===== src/rtl/clkcal_pkg.sv =====
`timescale 1ns/1ps
package clkcal_pkg;
  localparam int SEL_W  = 3;
  localparam int WDAT_W = 7;

  typedef struct packed {
    logic [6:0] year;
    logic [3:0] mon;
    logic [4:0] day;
    logic [4:0] hour;
    logic [5:0] mins;
    logic [5:0] secs;
  } caltime_t;

  localparam caltime_t CAL_RESET = '{year: 7'd0, mon: 4'd1, day: 5'd1,
                                     hour: 5'd0, mins: 6'd0, secs: 6'd0};

  // number of days in a month; leap rule applied to the two-digit year
  function automatic logic [4:0] month_days(input logic [3:0] mon, input logic [6:0] yr);
    logic [4:0] d;
    case (mon)
      4'd4, 4'd6, 4'd9, 4'd11: d = 5'd30;
      4'd2:                    d = (yr[1:0] == 2'b00) ? 5'd29 : 5'd28;
      default:                 d = 5'd31;
    endcase
    return d;
  endfunction

  // is a value legal for the selected field
  function automatic logic field_legal(input logic [SEL_W-1:0] sel, input logic [WDAT_W-1:0] v);
    logic ok;
    case (sel)
      3'd0, 3'd1: ok = (v <= 7'd59);
      3'd2:       ok = (v <= 7'd23);
      3'd3:       ok = (v >= 7'd1) && (v <= 7'd31);
      3'd4:       ok = (v >= 7'd1) && (v <= 7'd12);
      3'd5:       ok = (v <= 7'd99);
      default:    ok = 1'b0;
    endcase
    return ok;
  endfunction
endpackage


===== src/rtl/cal_tick_gen.sv =====
`timescale 1ns/1ps
module cal_tick_gen #(
  parameter int SUB_PER_SEC = 4,
  parameter int ADV_TICKS   = 60
) (
  input  logic clk,
  input  logic rst_n,
  input  logic sub_tick,
  input  logic adv_req,
  input  logic presc_clr,
  output logic sec_tick,
  output logic adv_busy
);
  localparam int PW = (SUB_PER_SEC > 2) ? $clog2(SUB_PER_SEC) : 1;
  localparam int AW = (ADV_TICKS > 2) ? $clog2(ADV_TICKS) : 1;

  logic [PW-1:0] presc;
  logic [AW-1:0] burst_cnt;
  logic          presc_wrap;
  logic          burst_last;

  assign presc_wrap = sub_tick && !adv_busy && (presc == PW'(SUB_PER_SEC - 1));
  assign burst_last = adv_busy && (burst_cnt == AW'(ADV_TICKS - 1));
  assign sec_tick   = adv_busy || (presc_wrap && !presc_clr);

  always_ff @(posedge clk or negedge rst_n) begin
    if (!rst_n) begin
      presc <= '0;
    end else if (presc_clr) begin
      presc <= '0;
    end else if (sub_tick && !adv_busy) begin
      presc <= presc_wrap ? '0 : presc + PW'(1);
    end
  end

  always_ff @(posedge clk or negedge rst_n) begin
    if (!rst_n) begin
      adv_busy  <= 1'b0;
      burst_cnt <= '0;
    end else if (!adv_busy) begin
      if (adv_req) begin
        adv_busy  <= 1'b1;
        burst_cnt <= '0;
      end
    end else begin
      burst_cnt <= burst_cnt + AW'(1);
      if (burst_last) adv_busy <= 1'b0;
    end
  end

  // burst ends after its last tick
  p_burst_end_r9: assert property (@(posedge clk) disable iff (!rst_n)
    burst_last |=> !adv_busy);
  // prescaler frozen while a burst runs
  p_presc_frozen_r9: assert property (@(posedge clk) disable iff (!rst_n)
    (adv_busy && !presc_clr) |=> $stable(presc));
  // no second tick without a strobe or a burst
  p_tick_source_r4: assert property (@(posedge clk) disable iff (!rst_n)
    (!adv_busy && !sub_tick) |-> !sec_tick);
  // idle request starts a burst
  p_burst_start_r9: assert property (@(posedge clk) disable iff (!rst_n)
    (!adv_busy && adv_req) |=> (adv_busy && burst_cnt == '0));
endmodule


===== src/rtl/cal_field_chain.sv =====
`timescale 1ns/1ps
module cal_field_chain
  import clkcal_pkg::*;
(
  input  logic              clk,
  input  logic              rst_n,
  input  logic              tick,
  input  logic              wr_en,
  input  logic [SEL_W-1:0]  wr_sel,
  input  logic [WDAT_W-1:0] wr_data,
  output logic              wr_taken,
  output caltime_t          now
);
  logic     c_sec, c_min, c_hour, c_day, c_mon;
  logic     adv;
  caltime_t nxt;

  assign wr_taken = wr_en && field_legal(wr_sel, wr_data);
  assign adv      = tick && !wr_taken;

  assign c_sec  = adv && (now.secs == 6'd59);
  assign c_min  = c_sec && (now.mins == 6'd59);
  assign c_hour = c_min && (now.hour == 5'd23);
  assign c_day  = c_hour && (now.day >= month_days(now.mon, now.year));
  assign c_mon  = c_day && (now.mon == 4'd12);

  always_comb begin
    nxt = now;
    if (wr_taken) begin
      case (wr_sel)
        3'd0:    nxt.secs = wr_data[5:0];
        3'd1:    nxt.mins = wr_data[5:0];
        3'd2:    nxt.hour = wr_data[4:0];
        3'd3:    nxt.day  = wr_data[4:0];
        3'd4:    nxt.mon  = wr_data[3:0];
        default: nxt.year = wr_data;
      endcase
    end else if (adv) begin
      nxt.secs = c_sec ? 6'd0 : now.secs + 6'd1;
      if (c_sec)  nxt.mins = c_min  ? 6'd0 : now.mins + 6'd1;
      if (c_min)  nxt.hour = c_hour ? 5'd0 : now.hour + 5'd1;
      if (c_hour) nxt.day  = c_day  ? 5'd1 : now.day + 5'd1;
      if (c_day)  nxt.mon  = c_mon  ? 4'd1 : now.mon + 4'd1;
      if (c_mon)  nxt.year = (now.year == 7'd99) ? 7'd0 : now.year + 7'd1;
    end
  end

  always_ff @(posedge clk or negedge rst_n) begin
    if (!rst_n) now <= CAL_RESET;
    else        now <= nxt;
  end

  // every field stays in range
  p_ranges_r2: assert property (@(posedge clk) disable iff (!rst_n)
    (now.secs <= 6'd59) && (now.mins <= 6'd59) && (now.hour <= 5'd23) &&
    (now.day >= 5'd1) && (now.day <= 5'd31) && (now.mon >= 4'd1) &&
    (now.mon <= 4'd12) && (now.year <= 7'd99));
  // minute follows a seconds wrap
  p_min_carry_r5: assert property (@(posedge clk) disable iff (!rst_n)
    (c_sec && !c_min) |=> (now.secs == 6'd0 && now.mins == $past(now.mins) + 6'd1));
  // new day starts at midnight
  p_midnight_r5: assert property (@(posedge clk) disable iff (!rst_n)
    c_hour |=> (now.hour == 5'd0 && now.mins == 6'd0 && now.secs == 6'd0));
  // end of century wraps to 00 January 1
  p_century_r8: assert property (@(posedge clk) disable iff (!rst_n)
    (c_mon && now.year == 7'd99) |=> (now.year == 7'd0 && now.mon == 4'd1 && now.day == 5'd1));
  // fields hold with neither tick nor write
  p_hold_r3: assert property (@(posedge clk) disable iff (!rst_n)
    (!tick && !wr_taken) |=> $stable(now));
endmodule


===== src/rtl/cal_snapshot.sv =====
`timescale 1ns/1ps
module cal_snapshot
  import clkcal_pkg::*;
(
  input  logic     clk,
  input  logic     rst_n,
  input  logic     rd_req,
  input  caltime_t now,
  output caltime_t snap,
  output logic     rd_valid
);
  always_ff @(posedge clk or negedge rst_n) begin
    if (!rst_n) begin
      snap     <= CAL_RESET;
      rd_valid <= 1'b0;
    end else begin
      rd_valid <= rd_req;
      if (rd_req) snap <= now;
    end
  end

  // snapshot holds between reads
  p_snap_hold_r11: assert property (@(posedge clk) disable iff (!rst_n)
    !rd_req |=> $stable(snap));
  // capture follows request by one edge
  p_rd_valid_r11: assert property (@(posedge clk) disable iff (!rst_n)
    rd_req |=> (rd_valid && snap == $past(now)));
endmodule


===== src/rtl/clock_calendar_ctr.sv =====
`timescale 1ns/1ps
module clock_calendar_ctr
  import clkcal_pkg::*;
#(
  parameter int SUB_PER_SEC = 4,
  parameter int ADV_TICKS   = 60
) (
  input  logic        clk,
  input  logic        rst_n,
  input  logic        sub_tick,
  input  logic        adv_req,
  output logic        adv_busy,
  input  logic        wr_en,
  input  logic [2:0]  wr_sel,
  input  logic [6:0]  wr_data,
  input  logic        rd_req,
  output logic        rd_valid,
  output logic [5:0]  rd_sec,
  output logic [5:0]  rd_min,
  output logic [4:0]  rd_hour,
  output logic [4:0]  rd_day,
  output logic [3:0]  rd_mon,
  output logic [6:0]  rd_year
);
  logic     wr_gated;
  logic     wr_taken;
  logic     sec_tick;
  caltime_t now;
  caltime_t snap;

  assign wr_gated = wr_en && !adv_busy;

  cal_tick_gen #(.SUB_PER_SEC(SUB_PER_SEC), .ADV_TICKS(ADV_TICKS)) u_tick (
    .clk(clk), .rst_n(rst_n), .sub_tick(sub_tick), .adv_req(adv_req),
    .presc_clr(wr_taken), .sec_tick(sec_tick), .adv_busy(adv_busy));

  cal_field_chain u_chain (
    .clk(clk), .rst_n(rst_n), .tick(sec_tick), .wr_en(wr_gated),
    .wr_sel(wr_sel), .wr_data(wr_data), .wr_taken(wr_taken), .now(now));

  cal_snapshot u_snap (
    .clk(clk), .rst_n(rst_n), .rd_req(rd_req), .now(now),
    .snap(snap), .rd_valid(rd_valid));

  assign rd_sec  = snap.secs;
  assign rd_min  = snap.mins;
  assign rd_hour = snap.hour;
  assign rd_day  = snap.day;
  assign rd_mon  = snap.mon;
  assign rd_year = snap.year;

  // no write is accepted during a burst
  p_busy_blocks_wr_r10: assert property (@(posedge clk) disable iff (!rst_n)
    adv_busy |-> !wr_taken);
endmodule


===== config.mk =====
export PLATFORM = sky130hd
export DESIGN_NAME = clock_calendar_ctr
export DESIGN_NICKNAME = d
export VERILOG_FILES = /design/src/rtl/clkcal_pkg.sv /design/src/rtl/cal_tick_gen.sv /design/src/rtl/cal_field_chain.sv /design/src/rtl/cal_snapshot.sv /design/src/rtl/clock_calendar_ctr.sv
export SDC_FILE = /design/constraint.sdc
export NUM_CORES = 1
export LEC_CHECK = 0
export ABC_AREA = 0
export BUFFER_PORTS_ARGS = -buffer_cell sky130_fd_sc_hd__buf_2
export CAP_MARGIN = 20
export CORE_ASPECT_RATIO = 2
export CORE_MARGIN = 4
export CORE_UTILIZATION = 45
export DETAILED_ROUTE_END_ITERATION = 12
export HOLD_SLACK_MARGIN = 0.1
export RECOVER_POWER = 25
export SYNTH_ARGS = -nofsm -noshare
export SYNTH_HDL_FRONTEND = slang
export SYNTH_SLANG_ARGS = --single-unit

===== constraint.sdc =====
create_clock -name clk -period 5.3 [get_ports clk]
set_input_delay 0.53 -clock clk [delete_from_list [all_inputs] [get_ports clk]]
set_output_delay 0.53 -clock clk [all_outputs]
set_load 0.005 [all_outputs]

==> results.md <==
- Outcome: complete, but fails checks
- Failing checks: capacitance limit, slew limit
- Sw power: roughly 400 uW
- Crit path launch type: flop
- GP Congestion: 0.9069
- Vias in the first global route: 3,607
- Row cnt: 50
- Worst Setup SP: u_tick.adv_busy
- Final setup fails: 0
- Detail Route Antenna Nets: 0
- Worst hold-check path type: in2async
- Logic pwr share: 0.131
- Grt total ovfl: 0
- Hold-fix buffers at CTS: 0
- Drt drc: 0
- Setup crit end kind: flop
- Max clock buf depth: 2
- Total clock sinks: 76
- 1st-iter DRT viols: around 250
- PostCTS Resize Cnt: 0
- FF-to-FF Start: u_tick.adv_busy
- Crit path arrival time: 3250 ps
- Unrepaired setup endpoints after global routing: false
- WL per Instance: 19.04 um
- Setup CP Type: reg2reg
- Ranking of synthesized cells by area: dfrtp_1 (42%), mux2_2 (9.4%), ha_1 (4.1%)
- Mapped Area: 4314 sq um
- Ratio of cells with drive above 1 in the final layout: 0.2706
- Dpl hpwl: between 7 and 8 mm
- R2R depth: 5
- Port Buf Inserts: 50
- Setup bufs post-CTS: 0
- Clk Latency, worst-skew pair: around 340 ps
- Ys async rst share: 1.000
- Initial DRT Pass Iterations: 4
- Initial antenna violation count: 0
- Die Wd: 77.24 um
- Number of synthesis warnings: 0
- Setup TNS: 0 ps
- Count of different cell masters after synthesis: 70
- Clk root buf: clkbuf_16
- H-Tree Depth: 3
- Clock Skews: around 5.2 ps
- CTS tree: built
- Clock slew seen by the registers of the worst setup and hold paths: 60 ps
- CTS buffer count: 9
- FF-to-FF setup slack: 2280 ps
- Syn Inst Count: 415
- Commonest non-fill, non-tap cell in the layout: dfrtp_1
- Final hold violation count: 0
- PwrDens: 327.0 nW/um^2
- Synthesis-stage register bit count: 76
- Slew HR: -0.2603
- Initial Util: 0.4597
- Internal power: 1207 uW
- Boundary pin count: 51
- Reg2reg end: u_chain.now[27]
- Fmax: around 330 MHz
- Fillers: between 800 and 900
- Post-synth top area cell: dfrtp_1
- Switching part of the total power: 0.2498
- Synth top area share: 0.4176
- Worst VDD drop: between 0.00015 and 0.0002 V
- Most frequent cells in the layout: dfrtp_1 (72), buf_2 (49), mux2_2 (36), o21ai_0 (30), nand2_1 (29)
- Die span in y: 146.5 um
- CP max FO: 17
- Nets: ~490
- Mapped Nets: approximately 450
- Final Cycle Share: 0.5696
- Final WL: 10.78 mm
- Critical Path RT: 5530 ps
- Syn_area_per_cell: just over 10 sq um
- Final Worst Setup Slack: 2281 ps
- Cell leakage power: 0.002178 uW
- Dpl ws: 2104 ps
- Pin count of the biggest net entering global routing: a little under 80
- Max-cap viol count: 1
- Vias per cell: 6.182
- Die area: 11,310 sq um
- Worst-margin pin slew: 1891 ps
- EDFF count, synth: 0
- Clock Power Share: 0.438
- Antenna diodes: 0
- Register area share after synthesis: 0.4420
- Final Max Slew Viols: 35
- Tmin final: 3019 ps
- First-pass GRT wire length: 17.71 mm
- Ys flop type: dfrtp_1
- Seq pwr share: 0.431
- Core area: 9384 sq um
- Area delta synth->final: 14.07%
- Via count: between 3,000 and 4,000
- GRT Util Overall: 0.1988
## stage by stage
| step | total power [uW] | cell area [sq um] | utilization | hold slack, ps | cells |
|---|---|---|---|---|---|
| floorplan | 825.3 | 4314 | - | 234.4 | 415 |
| global placement | 913.3 | 4577 | 0.4877 | 483.6 | 549 |
| detailed placement | 917.4 | 4577 | 0.4877 | 487.2 | 549 |
| CTS | 1630 | 4917 | 0.5240 | 381.7 | 565 |
| global route | 1681 | 4921 | 0.5244 | 421.2 | 566 |
| finish | 1609 | 4921 | 0.5244 | 335.3 | 566 |
## worst max-delay path by stage
stage	end	slack, ps	cells after the start
detailed placement	u_chain.now[27]	2100	7
finish	u_chain.now[27]	2280	5
global placement	u_chain.now[27]	2240	7
floorplan	u_chain.now[22]	2690	12
global route	u_chain.now[27]	2020	5
CTS	u_chain.now[27]	2250	5
## synthesized netlist by cell type, types with 3 or more instances
library cell / number
nor4_1: 4
a22o_1: 9
nand2b_1: 7
or2_2: 3
o21ai_0: 30
nor2_1: 20
nand3_1: 23
o31ai_1: 11
or4_1: 4
a31oi_1: 10
or3_1: 6
o21ai_1: 5
clkbuf_1: 10
nand4_1: 10
mux2_2: 36
mux2i_1: 6
dfrtp_1: 72
ha_1: 14
and3b_1: 3
o211ai_1: 6
a21oi_1: 11
nand2_1: 29
inv_1: 14
buf_2: 5
dfstp_2: 4
## metal layers
layer,vias to the layer above,wire length [um],part of all wire,GRT usage
li1,1651,-,-,-
met1,1723,4019,0.37,0.2032
met2,81,5762,0.53,0.3501
met3,44,370,0.034,0.04259
met4,0,624,0.058,0.1426
met5,-,0,0,0
## sequential cells by signal, summed over array words and instances, names as in the netlist
register          flops
u_chain.now          33
u_snap.snap          33
u_tick.burst_cnt      6
u_tick.presc          2
u_snap.rd_valid       1
u_tick.adv_busy       1
## cell type report
class                           count  area, sq um  share of cell area
Multi-Input combinational cell    305         2235              0.4541
Sequential cell                    76         1907              0.3875
Timing Repair Buffer               51        256.5             0.05212
Clock buffer                       10        229.0             0.04653
Tap cell                          104        130.1             0.02644
Clock inverter                      6        111.4             0.02263
Inverter                           14        52.55             0.01068
## worst max-delay path, cell delays in order (launching register included)
cell and delay [ps]:
dfrtp_1 550, nand3b_1 320, nor4_2 980, nor2_1 480, or3_1 460, o211a_1 120
## power groups by stage
stage                     Combinational, uW  Clock (uW)  Sequential, uW
after global placement                  210           0             703
final                                   211         704             694
after CTS                               213         723             694
after global routing                    236         740             704
after floorplan                         138           0             687
after detailed placement                213           0             705
## cells by family (layout without fill, tap and decap cells)
logic type,after synthesis,after routing,synth area share
simple gates,132,132,0.1755
compound gates,114,114,0.1874
flops,76,76,0.4420
mux,43,43,0.1105
buf+inv,34,81,0.04002
fa+ha+maj,14,14,0.04060
xor+xnor,2,2,0.004061
Power figures use the tool's default switching activity.
